## config.mk

```make
export PLATFORM = sky130hd
export DESIGN_NAME = pt_walker
export DESIGN_NICKNAME = d
export VERILOG_FILES = /design/src/rtl/ptw_pkg.sv /design/src/rtl/ptw_entry_addr.sv /design/src/rtl/ptw_ctrl.sv /design/src/rtl/ptw_dpath.sv /design/src/rtl/pt_walker.sv
export SDC_FILE = /design/constraint.sdc
export NUM_CORES = 1
export LEC_CHECK = 0
export CAP_MARGIN = 25
export CORE_MARGIN = 1
export CORE_UTILIZATION = 44
export DETAILED_ROUTE_END_ITERATION = 8
export PLACE_DENSITY = 0.91
export SYNTH_ARGS = -nofsm -noshare
export SYNTH_HDL_FRONTEND = slang
export SYNTH_SLANG_ARGS = --single-unit
```

## constraint.sdc

```tcl
create_clock -name clk -period 2.1 [get_ports clk]
set_input_delay 0.63 -clock clk [delete_from_list [all_inputs] [get_ports clk]]
set_output_delay 0.63 -clock clk [all_outputs]
set_load 0.005 [all_outputs]
```

## src/rtl/ptw_pkg.sv

```systemverilog
package ptw_pkg;

  // Entry bit positions the walker decodes.
  localparam int unsigned PTE_PRESENT = 0;
  localparam int unsigned PTE_LEAF    = 1;
  localparam int unsigned PTE_READ    = 2;
  localparam int unsigned PTE_WRITE   = 3;
  localparam int unsigned PTE_DIRTY   = 4;

  typedef enum logic [2:0] {
    ST_IDLE,
    ST_L1_REQ,
    ST_L1_WAIT,
    ST_L2_REQ,
    ST_L2_WAIT,
    ST_DONE,
    ST_FAULT
  } walk_state_e;

  // Strobes from the control FSM to the datapath.
  typedef struct packed {
    logic grabVa;      // latch the missing virtual address
    logic useL2Base;   // drive the second-level entry address
    logic keepNext;    // store next-table page number
    logic keepLeafL1;  // store large-page result
    logic keepLeafL2;  // store small-page result
    logic markL1Fault; // record fault at first level
    logic markL2Fault; // record fault at second level
  } walk_strobe_t;

endpackage

```

## src/rtl/ptw_entry_addr.sv

```systemverilog
module ptw_entry_addr #(
  parameter int unsigned PA_W  = 32,
  parameter int unsigned OFS_W = 12,
  parameter int unsigned IDX_W = 10
) (
  input  logic [PA_W-OFS_W-1:0] tableBase,
  input  logic [IDX_W-1:0]      index,
  output logic [PA_W-1:0]       entryAddr
);
  localparam int unsigned ENTRY_SHIFT = 2;

  always_comb begin
    entryAddr = {tableBase, {OFS_W{1'b0}}} + PA_W'({index, {ENTRY_SHIFT{1'b0}}});
  end
endmodule

```

## src/rtl/ptw_ctrl.sv

```systemverilog
module ptw_ctrl
  import ptw_pkg::*;
(
  input  logic         clk,
  input  logic         rstN,
  input  logic         walkReq,
  input  logic         memRspValid,
  input  logic         rspPresent,
  input  logic         rspLeaf,
  output walk_strobe_t strb,
  output logic         walkReady,
  output logic         memReqValid,
  output logic         doneValid,
  output logic         faultValid
);
  walk_state_e state, stateNxt;

  always_ff @(posedge clk) begin
    if (!rstN) state <= ST_IDLE;
    else       state <= stateNxt;
  end

  always_comb begin
    stateNxt = state;
    strb     = '0;
    case (state)
      ST_IDLE: begin
        if (walkReq) begin
          strb.grabVa = 1'b1;
          stateNxt    = ST_L1_REQ;
        end
      end
      ST_L1_REQ: stateNxt = ST_L1_WAIT;
      ST_L1_WAIT: begin
        if (memRspValid) begin
          if (!rspPresent) begin
            strb.markL1Fault = 1'b1;
            stateNxt         = ST_FAULT;
          end else if (rspLeaf) begin
            strb.keepLeafL1 = 1'b1;
            stateNxt        = ST_DONE;
          end else begin
            strb.keepNext = 1'b1;
            stateNxt      = ST_L2_REQ;
          end
        end
      end
      ST_L2_REQ: begin
        strb.useL2Base = 1'b1;
        stateNxt       = ST_L2_WAIT;
      end
      ST_L2_WAIT: begin
        if (memRspValid) begin
          if (!rspPresent) begin
            strb.markL2Fault = 1'b1;
            stateNxt         = ST_FAULT;
          end else begin
            strb.keepLeafL2 = 1'b1;
            stateNxt        = ST_DONE;
          end
        end
      end
      ST_DONE:  stateNxt = ST_IDLE;
      ST_FAULT: stateNxt = ST_IDLE;
      default:  stateNxt = ST_IDLE;
    endcase
  end

  always_comb begin
    walkReady   = (state == ST_IDLE);
    memReqValid = (state == ST_L1_REQ) || (state == ST_L2_REQ);
    doneValid   = (state == ST_DONE);
    faultValid  = (state == ST_FAULT);
  end
endmodule

```

## src/rtl/ptw_dpath.sv

```systemverilog
module ptw_dpath
  import ptw_pkg::*;
#(
  parameter int unsigned PA_W  = 32,
  parameter int unsigned L1_W  = 10,
  parameter int unsigned L2_W  = 10,
  parameter int unsigned OFS_W = 12,
  parameter int unsigned PTE_W = 32
) (
  input  logic                        clk,
  input  logic                        rstN,
  input  walk_strobe_t                strb,
  input  logic [L1_W+L2_W+OFS_W-1:0]  walkVa,
  input  logic                        rootWr,
  input  logic [PA_W-OFS_W-1:0]       rootPpn,
  input  logic [PTE_W-1:0]            memRspData,
  output logic [PA_W-1:0]             memReqAddr,
  output logic                        rspPresent,
  output logic                        rspLeaf,
  output logic [PA_W-OFS_W-1:0]       donePpn,
  output logic                        doneRead,
  output logic                        doneWrite,
  output logic                        doneDirty,
  output logic                        doneLarge,
  output logic                        faultLevel
);
  localparam int unsigned VA_W  = L1_W + L2_W + OFS_W;
  localparam int unsigned PPN_W = PA_W - OFS_W;
  localparam int unsigned HI_W  = PPN_W - L2_W;
  localparam int unsigned IX_W  = L1_W + L2_W;

  logic [PPN_W-1:0] rootReg, nextTbl, resPpn, rspPpn;
  logic [IX_W-1:0]  vpnReg;
  logic [L1_W-1:0]  l1Idx;
  logic [L2_W-1:0]  l2Idx;
  logic [PA_W-1:0]  l1EntryAddr, l2EntryAddr;
  logic [2:0]       resPerm;
  logic             resLarge, faultLvl;
  logic             unusedBits;

  assign rspPpn     = memRspData[PTE_W-1 -: PPN_W];
  assign rspPresent = memRspData[PTE_PRESENT];
  assign rspLeaf    = memRspData[PTE_LEAF];
  assign l1Idx      = vpnReg[IX_W-1 -: L1_W];
  assign l2Idx      = vpnReg[L2_W-1:0];
  assign unusedBits = ^{memRspData[PTE_W-PPN_W-1:PTE_DIRTY+1], walkVa[OFS_W-1:0]};

  ptw_entry_addr #(.PA_W(PA_W), .OFS_W(OFS_W), .IDX_W(L1_W)) u_l1Addr (
    .tableBase(rootReg), .index(l1Idx), .entryAddr(l1EntryAddr)
  );

  ptw_entry_addr #(.PA_W(PA_W), .OFS_W(OFS_W), .IDX_W(L2_W)) u_l2Addr (
    .tableBase(nextTbl), .index(l2Idx), .entryAddr(l2EntryAddr)
  );

  assign memReqAddr = strb.useL2Base ? l2EntryAddr : l1EntryAddr;

  always_ff @(posedge clk) begin
    if (!rstN) begin
      rootReg  <= '0;
      vpnReg   <= '0;
      nextTbl  <= '0;
      resPpn   <= '0;
      resPerm  <= '0;
      resLarge <= 1'b0;
      faultLvl <= 1'b0;
    end else begin
      if (rootWr)      rootReg <= rootPpn;
      if (strb.grabVa) vpnReg  <= walkVa[VA_W-1:OFS_W];
      if (strb.keepNext) nextTbl <= rspPpn;
      if (strb.keepLeafL1) begin
        resPpn   <= {rspPpn[PPN_W-1 -: HI_W], l2Idx};
        resPerm  <= memRspData[PTE_DIRTY:PTE_READ];
        resLarge <= 1'b1;
      end
      if (strb.keepLeafL2) begin
        resPpn   <= rspPpn;
        resPerm  <= memRspData[PTE_DIRTY:PTE_READ];
        resLarge <= 1'b0;
      end
      if (strb.markL1Fault) faultLvl <= 1'b0;
      if (strb.markL2Fault) faultLvl <= 1'b1;
    end
  end

  assign donePpn    = resPpn;
  assign doneRead   = resPerm[0];
  assign doneWrite  = resPerm[1];
  assign doneDirty  = resPerm[2];
  assign doneLarge  = resLarge;
  assign faultLevel = faultLvl;
endmodule

```

## src/rtl/pt_walker.sv

```systemverilog
module pt_walker
  import ptw_pkg::*;
#(
  parameter int unsigned PA_W  = 32,
  parameter int unsigned L1_W  = 10,
  parameter int unsigned L2_W  = 10,
  parameter int unsigned OFS_W = 12,
  parameter int unsigned PTE_W = 32
) (
  input  logic                       clk,
  input  logic                       rstN,
  input  logic                       rootWr,
  input  logic [PA_W-OFS_W-1:0]      rootPpn,
  input  logic                       walkReq,
  input  logic [L1_W+L2_W+OFS_W-1:0] walkVa,
  output logic                       walkReady,
  output logic                       memReqValid,
  output logic [PA_W-1:0]            memReqAddr,
  input  logic                       memRspValid,
  input  logic [PTE_W-1:0]           memRspData,
  output logic                       doneValid,
  output logic [PA_W-OFS_W-1:0]      donePpn,
  output logic                       doneRead,
  output logic                       doneWrite,
  output logic                       doneDirty,
  output logic                       doneLarge,
  output logic                       faultValid,
  output logic                       faultLevel
);
  walk_strobe_t strb;
  logic         rspPresent, rspLeaf;

  ptw_ctrl u_ctrl (
    .clk(clk), .rstN(rstN), .walkReq(walkReq), .memRspValid(memRspValid),
    .rspPresent(rspPresent), .rspLeaf(rspLeaf), .strb(strb),
    .walkReady(walkReady), .memReqValid(memReqValid),
    .doneValid(doneValid), .faultValid(faultValid)
  );

  ptw_dpath #(.PA_W(PA_W), .L1_W(L1_W), .L2_W(L2_W), .OFS_W(OFS_W), .PTE_W(PTE_W)) u_dpath (
    .clk(clk), .rstN(rstN), .strb(strb), .walkVa(walkVa), .rootWr(rootWr),
    .rootPpn(rootPpn), .memRspData(memRspData), .memReqAddr(memReqAddr),
    .rspPresent(rspPresent), .rspLeaf(rspLeaf), .donePpn(donePpn),
    .doneRead(doneRead), .doneWrite(doneWrite), .doneDirty(doneDirty),
    .doneLarge(doneLarge), .faultLevel(faultLevel)
  );
endmodule

```

; ---- After elaboration in Yosys (flattened, before gate mapping)
; Index checks and enable logic that the tools add are counted.
; W data, S select, Z words.
[word_totals]
output_inout_bits = 61
reg_bits = 88
[op_classes]
add_sub_neg = 2
eq_ne = 9
reduce_logical = 6
n_mux = 29
bitwise_logic = 1
[op_table]
columns = operator, count
row1 = $add A32 B12 Y32, 2
row2 = $mux W20, 2
row3 = $mux W32, 1
row4 = $mux W3, 7
row5 = $pmux W3 S5, 1
row6 = $mux W1, 14
row7 = $eq A3 B3 Y1 const B, 3
row8 = $mux W2, 4
row9 = $eq A3 B2 Y1 const B, 2
row10 = $ne A2 B2 Y1 const B, 3
row11 = $reduce_bool A2 Y1, 2
row12 = $eq A3 B1 Y1 const B, 1
row13 = $logic_not A3 Y1, 1
row14 = $reduce_and A3 Y1, 1
row15 = $reduce_or A2 Y1, 1
row16 = $logic_or A1 B1 Y1, 1
row17 = $not A1 Y1, 1

; ---- Logic depth before layout (Yosys ltp)
; Gate-level depths: netlist of the first run.
[logic_depth]
ltp_word = 6
ltp_mapped = 6
depth_no_buf = 4

; ---- Cells and area by module
; Synthesis of the first run repeated with hierarchy kept, for this count alone.
[hier_totals]
hier_cells = 445
hier_area_um2 = 4586.9
[by_module_without_submodules]
columns = mod, cells_each, area_per_inst_um2, instances
row1 = ptw_dpath, 340, 3792.4, 1
row2 = ptw_entry_addr, 33, 244.0, 2
row3 = ptw_ctrl, 39, 306.5, 1

; ---- Least setup slack after synthesis of the first run
; No wires, ideal clock.
[synth_timing]
path_kind = flip-flop to output port
from = register u_ctrl.state[0]
to = output port memReqAddr[10]
path_slack_ns = 0.215
required_time_ns = 1.470
path_buffers = 2
t_arrival_ns = 1.255
stages_incl_launch_ff = 6
cell_sequence = dfxtp_1 > buf_4 > inv_1 > or2_1 > buf_6 > mux2_1
[synth_between]
elab_chain_len = 3
[synth_lines]
columns = element, line
row1 = "start, declared", ptw_ctrl.sv:16  ; walk_state_e state, stateNxt;
row2 = "start signal, assigned", ptw_ctrl.sv:20  ; else state <= stateNxt;
row3 = $eq A3 B2 Y1, ptw_ctrl.sv:26  ; case (state)
row4 = $mux W1, ptw_ctrl.sv:26
row5 = $mux W32, ptw_dpath.sv:56  ; assign memReqAddr = strb.useL2Base ? l2EntryAddr : l1EntryAddr;
row6 = "end, declared", pt_walker.sv:18  ; output logic [PA_W-1:0] memReqAddr,
; No other way between the ends.

; ---- Worst setup path after layout of the first run
[layout_timing]
from = register u_ctrl.state[2]
to = output port memReqAddr[9]
; The elaborated chain is that of the path after synthesis.

==> metrics.csv, run 1 <==
stage;metric;value;unit
critical_path;critPathKind;flip-flop to output pin;
clock_tree;clock_tree.root_cell;clkbuf_8;
worst_hold_path;worstHoldEndpoint;u_dpath.vpnReg[13];
global_routing;grt_pass1_wl;15.3;mm
run;maxCapViolations;0;
synth;netlist_area;3910;um^2
clock_tree;cts_inserted_buffers;9;
detailed_routing;final_antenna_net_count;0;
synth;yosysUniqueCellTypes;35;
timing;finClkSkew;0.00806;ns
clock_tree;tritoncts;yes;
synth;netlist_instances;402;
synth;synth_ff_type;dfxtp_1;
floorplanning;die_area;9270;um^2
critical_path;r2r-end;u_dpath.donePpn[11];
floorplanning;coreArea;8680;um^2
critical_path;r2r_cells;7;
synth;synth_top_area_share;45.0;%
synth;synth_mux_area_share;17.1;%
timing;hold_viol_final;0;
timing;period_share;113;%
power;cellPowerDensity;724;nW/um^2
synth;synthTopCellsByArea;dfxtp_1 45%, mux2_1 8.6%, mux2i_1 8.4%, nand2_1 8.1%, a21boi_1 7.9%;
clock_tree;clk_path_buf_depth;2;
floorplanning;die_width;96.3;um
critical_path;crit_fanout;6;
placed_design;dp_hpwl;7.13;mm
timing;maxSlewViolCount;0;
global_routing;grt_max_degree;89;
placed_design;portBuffers;128;
synth;synth-seq-cells;88;
synth;synth_edf_count;0;
floorplanning;io_pins;150;
timing;setup_viol;31;
power;p_leak;2.34;nW
detailed_routing;post_drt_wl_per_cell;16.4;um
detailed_routing;first_iter_violations;103;
synth;synthArstFlopShare;0;%
timing;maxSlewHeadroom;58.9;%
detailed_routing;drtPass1Iterations;4;
synth;synth_area_per_cell;9.73;um^2
clock_tree;clock-sinks;88;
detailed_routing;vias_per_cell;5.15;
critical_path;reg2reg_slack;0.42;ns
final_layout;area_growth;47.6;%
synth;ys_seq_area_share;45.0;%
run_status;violations;negative setup slack;
final_layout;antennaDiodeCount;0;
synth;synth_top_family_by_area;multiplexers;
critical_path;critPathArrivalTime;1.74;ns
floorplanning;die_h;96.3;um
power;p_total;0.00418;W
timing;hold_ws;0.459;ns
detailed_routing;drc;0;
worst_hold_path;min-delay-start;u_dpath.vpnReg[13];
detailed_routing;vias;3329;
global_routing;grtUsageTotal;21.6;%
floorplanning;start_util;45.1;%
critical_path;start_kind;flip-flop;
clock_tree;htreeDepth;3;
timing;rsz0062_at_grt;true;
synth;yosys-top-cells-count;88 x dfxtp_1, 84 x nand2_1, 41 x a21boi_1;
final_layout;final_area;5770;um^2
synth;yosysWarnings;0;
global_routing;antenna_found_initial;0;
placed_design;dpl_cell_area;5360;um^2
synth;synth-adder-area-share;0.256;%
synth;synth-xor-area-share;0;%
synth;synth_most_common_cell;dfxtp_1;
worst_hold_path;hold_path_class;flip-flop to flip-flop;
run_status;outcome;finished, violations left;
timing;layout_setup_ws;-0.266;ns
timing;timing.fmax;423;MHz
global_routing;grt_pass1_vias;3184;
floorplanning;fp-row-count;34;
global_routing;grt-ovfl-total;0;
synth;synth_compound_area_share;15.8;%
placed_design;place.gp.congestion;0.841;
final_layout;final_layout_size_suffix_gt1_share;19.9;%
timing;worstMarginPinSlew;0.615;ns
synth;yosys.area.top_type;dfxtp_1;
detailed_routing;drt-total-wl;10.6;mm
critical_path;critPathRequiredTime;1.47;ns
worst_hold_path;holdPathStages;2;
final_layout;nets;623;
critical_path;reg2reg_from;u_ctrl.state[1];
power;max-vdd-ir-drop;408;uV
critical_path;setup.worst_path.end_class;output pin;
synth;synth_simple_gate_area_share;16.8;%
timing;fin_crit;2.37;ns
clock_tree;clk_pin_slew;0.08;ns
clock_tree;insertion_delay;0.34;ns
final_layout;fillers;676;
power breakdown:
part / leakage [nW] / switching (W) / internal, W / total [W]
registers: 0.717 / 0.0000777 / 0.00178 / 0.00186
logic: 1.52 / 0.000444 / 0.000582 / 0.00103
clock network: 0.107 / 0.000585 / 0.000709 / 0.00129
total: 2.34 / 0.00111 / 0.00307 / 0.00418
cell families after synthesis:
| group | Yosys count |
|---|---|
| AOI/OAI and AO/OA | 75 |
| adders and majority gates | 1 |
| buffers and inverters | 36 |
| DFF | 88 |
| muxes | 63 |
| other | 1 |
| and+or+nand+nor | 138 |
worst max-delay path: stages (launching register included):
cell and delay [ns]:
dfxtp_2 0.33, nand2b_4 0.13, or2_4 0.32, clkbuf_16 0.19, mux2_4 0.30, buf_6 0.12
cell type report:
cell class                 instances  area, um^2  share of cell area [%]
clock buffer                      12         145                    2.51
clock inverter                     4        76.3                    1.32
inverter                           3        11.3                   0.195
multi-input combinational        279        2090                    36.3
sequential                        88        1760                    30.5
tap                              108         135                    2.34
timing repair buffer             153        1550                    26.8
placed cells by master (no fill, tap or decap), types with 9 or more instances in the layout:
master	instances
a21boi_1	41
nand2_1	84
buf_6	13
o221a_1	9
clkdlybuf4s50_1	94
nor2b_1	33
mux2i_1	33
mux2_4	30
clkbuf_2	17
dfxtp_1	87
clkbuf_8	10
buf_4	14
o32a_1	10
repair_timing:
action | CTS | global route
setup buffers | 0 | 1
setup endpoints to repair | 34 | 33
pin swaps | 1 | 1
hold buffers | 0 | 0
gates resized for setup | 54 | 104
cloned | 1 | 3
stage by stage:
stage,worst slack (ns),setup TNS [ns],utilization (%),cells
after global placement,-0.194,-5.22,61.8,626
after global routing,-0.306,-8.80,66.5,647
final,-0.266,-7.44,66.5,647
after detailed placement,-0.228,-6.39,61.8,626
after CTS,-0.402,-11.41,64.5,643
after floorplan,0.215,0,-,403
state kept, by name, summed over array words and instances, names as in the netlist:
| name | cells |
|---|---|
| u_dpath.faultLevel | 1 |
| u_dpath.donePpn | 20 |
| u_dpath.rootReg | 20 |
| u_dpath.doneLarge | 1 |
| u_dpath.vpnReg | 20 |
| u_ctrl.state | 3 |
| u_dpath.resPerm | 3 |
| u_dpath.nextTbl | 20 |
worst max path at each step:
stage,start,endpoint,slack [ns],depth (start not counted)
floorplan,u_ctrl.state[0],memReqAddr[10],0.21,5
global placement,u_ctrl.state[2],memReqAddr[7],-0.19,5
detailed placement,u_ctrl.state[2],memReqAddr[7],-0.23,5
CTS,u_ctrl.state[2],memReqAddr[2],-0.40,5
global route,u_ctrl.state[2],memReqAddr[27],-0.31,5
finish,u_ctrl.state[2],memReqAddr[9],-0.27,5
routing by layer:
layer	wire length (um)	up-vias	part of all wire, %	track usage (%)
met2	5300	93	50	37.5
met3	465	15	4.4	4.34
met4	204	0	1.9	7.46
met1	4620	1578	44	26.5
met5	0	-	0	0
li1	-	1643	-	-
Power figures use the tool's default switching activity.
==> run 2: changes to the inputs <==
--- a/config.mk
+++ b/config.mk
@@ -10,6 +10,7 @@
 export CORE_UTILIZATION = 44
 export DETAILED_ROUTE_END_ITERATION = 8
 export PLACE_DENSITY = 0.91
+export SETUP_SLACK_MARGIN = 0.4
 export SYNTH_ARGS = -nofsm -noshare
 export SYNTH_HDL_FRONTEND = slang
 export SYNTH_SLANG_ARGS = --single-unit
==> constraint.sdc (replaced) <==
create_clock -name clk -period 2.1 [get_ports clk]
set_input_delay 0.63 -clock clk [delete_from_list [all_inputs] [get_ports clk]]
set_output_delay 0.63 -clock clk [all_outputs]
set_load 0.01 [all_outputs]
==> metrics.csv, run 2 (same netlist as run 1, synthesis figures left out) <==
stage;metric;value;unit;change
run_status;outcome;finished, violations left;;
run_status;violations;negative setup slack;;
critical_path;crit_fanout;5;;-1
final_layout;multi_input_area;2070;um^2;-1.3%
final_layout;final_layout_size_suffix_gt1_share;25.2;%;+5.3 points
critical_path;critPathKind;flip-flop to output pin;;
worst_hold_path;worstHoldEndpoint;u_dpath.vpnReg[15];;
placed_design;place.gp.congestion;0.798;;-5.1%
clock_tree;clock_tree.root_cell;clkbuf_8;;
critical_path;reg2reg_slack;0.42;ns;about the same
timing;rsz0062_at_grt;true;;
worst_hold_path;min-delay-start;u_dpath.vpnReg[15];;
run;maxCapViolations;0;;unchanged
placed_design;dp_hpwl;7.17;mm;+0.49%
detailed_routing;first_iter_violations;117;;+14%
final_layout;layout_commonest_cell;dfxtp_1;;
floorplanning;io_pins;150;;unchanged
final_layout;antennaDiodeCount;0;;unchanged
timing;hold_viol_final;0;;unchanged
timing;timing.fmax;429;MHz;+1.6%
clock_tree;clk_path_buf_depth;2;;unchanged
final_layout;final_area;5910;um^2;+2.3%
floorplanning;fp-row-count;34;;unchanged
clock_tree;htreeDepth;3;;unchanged
power;p_comb_share;27.2;%;+2.7 points
clock_tree;clock-sinks;88;;unchanged
critical_path;r2r-end;u_dpath.donePpn[19];;
power;clkPwrFrac;28.9;%;-2.1 points
final_layout;fillers;671;;-0.74%
detailed_routing;final_antenna_net_count;0;;unchanged
detailed_routing;post_drt_wl_per_cell;16.7;um;+2.0%
clock_tree;postCtsHoldBufs;0;;unchanged
detailed_routing;vias_per_cell;5.23;;+1.7%
detailed_routing;drt-total-wl;11.1;mm;+4.7%
clock_tree;clk_pin_slew;0.10;ns;+0.02 ns
final_layout;nets;640;;+2.7%
timing;layout_setup_ws;-0.229;ns;+0.0363 ns
global_routing;grt-ovfl-total;0;;unchanged
final_layout;regArea;1770;um^2;+0.28%
clock_tree;tritoncts;yes;;
floorplanning;coreArea;8680;um^2;unchanged
timing;setup_viol;30;;-3.2%
floorplanning;die_h;96.3;um;unchanged
placed_design;dpl_cell_area;5370;um^2;about the same
power;max-vdd-ir-drop;436;uV;+6.6%
power;cellPowerDensity;719;nW/um^2;-0.62%
timing;fin_crit;2.33;ns;-0.0363 ns
global_routing;grt_pass1_vias;3369;;+5.8%
power;p_int;0.00301;W;-1.9%
final_layout;area_growth;51.1;%;
critical_path;reg2reg_from;u_ctrl.state[2];;
detailed_routing;vias;3473;;+4.3%
floorplanning;start_util;45.1;%;unchanged
critical_path;setup.worst_path.end_class;output pin;;
clock_tree;insertion_delay;0.36;ns;+0.02 ns
timing;finClkSkew;0.0155;ns;+0.00739 ns
final_layout;final_cell_mix;85 x dfxtp_1, 82 x nand2_1, 65 x clkdlybuf4s50_1;;
floorplanning;die_width;96.3;um;unchanged
critical_path;critPathArrivalTime;1.70;ns;-0.04 ns
timing;period_share;111;%;-1.7 points
critical_path;r2r_cells;8;;+1
power;p_seq_share;43.9;%;-0.6 points
power;p_leak;2.42;nW;+3.2%
power;swShare;29.1;%;+2.6 points
worst_hold_path;hold_path_class;flip-flop to flip-flop;;
timing;maxSlewViolCount;0;;unchanged
floorplanning;die_area;9270;um^2;unchanged
placed_design;pre_cts_slack;-0.258;ns;-0.0302 ns
power;p_sw;0.00123;W;+12%
detailed_routing;drtPass1Iterations;4;;unchanged
critical_path;start_kind;flip-flop;;
global_routing;antenna_found_initial;0;;unchanged
worst_hold_path;holdPathStages;2;;unchanged
placed_design;portBuffers;128;;unchanged
critical_path;critPathRequiredTime;1.47;ns;about the same
global_routing;grt_pass1_wl;16.3;mm;+6.8%
clock_tree;cts_inserted_buffers;9;;unchanged
global_routing;grtUsageTotal;23.2;%;+1.6 points
detailed_routing;drc;0;;unchanged
global_routing;grt_max_degree;89;;unchanged
==> run 2: changes by cell type in the layout (fill, tap and decap cells not counted), sizes merged, moves of 3 or more <==
cell,delta
clkdlybuf4s50,-29
buf,+35
or2,+3
dlygate4sd2,+26
clkdlybuf4s15,+3
clkbuf,-21
==> run 2: worst max-delay path, cell delays in order (launching register included) <==
cell and delay (ns):
dfxtp_2 0.33, nand2b_4 0.16, or2_4 0.29, buf_6 0.14, mux2_4 0.31, buf_6 0.12
==> run 2: per-layer routing <==
layer	vias to the layer above	wire length (um)	part of all wire [%]	track usage (%)
met2	102	5720	52	41.3
li1	1686	-	-	-
met3	19	489	4.4	4.03
met4	0	246	2.2	10.2
met1	1666	4640	42	27.1
met5	-	0	0	0
==> run 2: power groups by stage <==
stage	Sequential (W)	Clock [W]	Combinational, W
CTS	0.00186	0.00124	0.00109
global route	0.00188	0.00132	0.00124
global placement	0.00188	0	0.000968
finish	0.00186	0.00123	0.00116
detailed placement	0.00189	0	0.000996
floorplan	0.00188	0	0.000551
==> run 2: worst max-delay path by stage <==
stage	startpoint	endpoint	slack [ns]
6_report	u_ctrl.state[2]	memReqAddr[9]	-0.23
5_1_grt	u_ctrl.state[2]	memReqAddr[9]	-0.26
3_3_place_gp	u_ctrl.state[2]	memReqAddr[27]	-0.24
4_1_cts	u_ctrl.state[2]	memReqAddr[11]	-0.25
2_1_floorplan	u_ctrl.state[2]	memReqAddr[10]	0.31
3_5_place_dp	u_ctrl.state[2]	memReqAddr[7]	-0.26
==> run 2: per-stage QoR <==
stage                     std cells  util (%)  hold slack [ns]  total power [W]  setup TNS, ns
final                           664      68.1            0.459          0.00425          -5.51
after global routing            664      68.1            0.482          0.00444          -6.77
after CTS                       661      66.8            0.460          0.00419          -5.97
after detailed placement        624      61.8            0.445          0.00289          -8.36
after global placement          624      61.8            0.437          0.00285          -7.11
after floorplan                 403         -            0.432          0.00243              0
==> run 2: area by class of cell <==
cell class	count	area share [%]
Clock buffer	10	2.33
Clock inverter	6	1.25
Inverter	3	0.233
Multi-Input combinational cell	282	35.0
Sequential cell	88	29.9
Tap cell	108	2.29
Timing Repair Buffer	167	29.0
==> run 2: timing repair <==
| item | 4_1_cts | 5_1_grt |
|---|---|---|
| pin swaps | 6 | 3 |
| gates resized for setup | 202 | 24 |
| gates cloned | 3 | 1 |
| setup endpoints to repair | 102 | 37 |
| setup buffers | 18 | 2 |
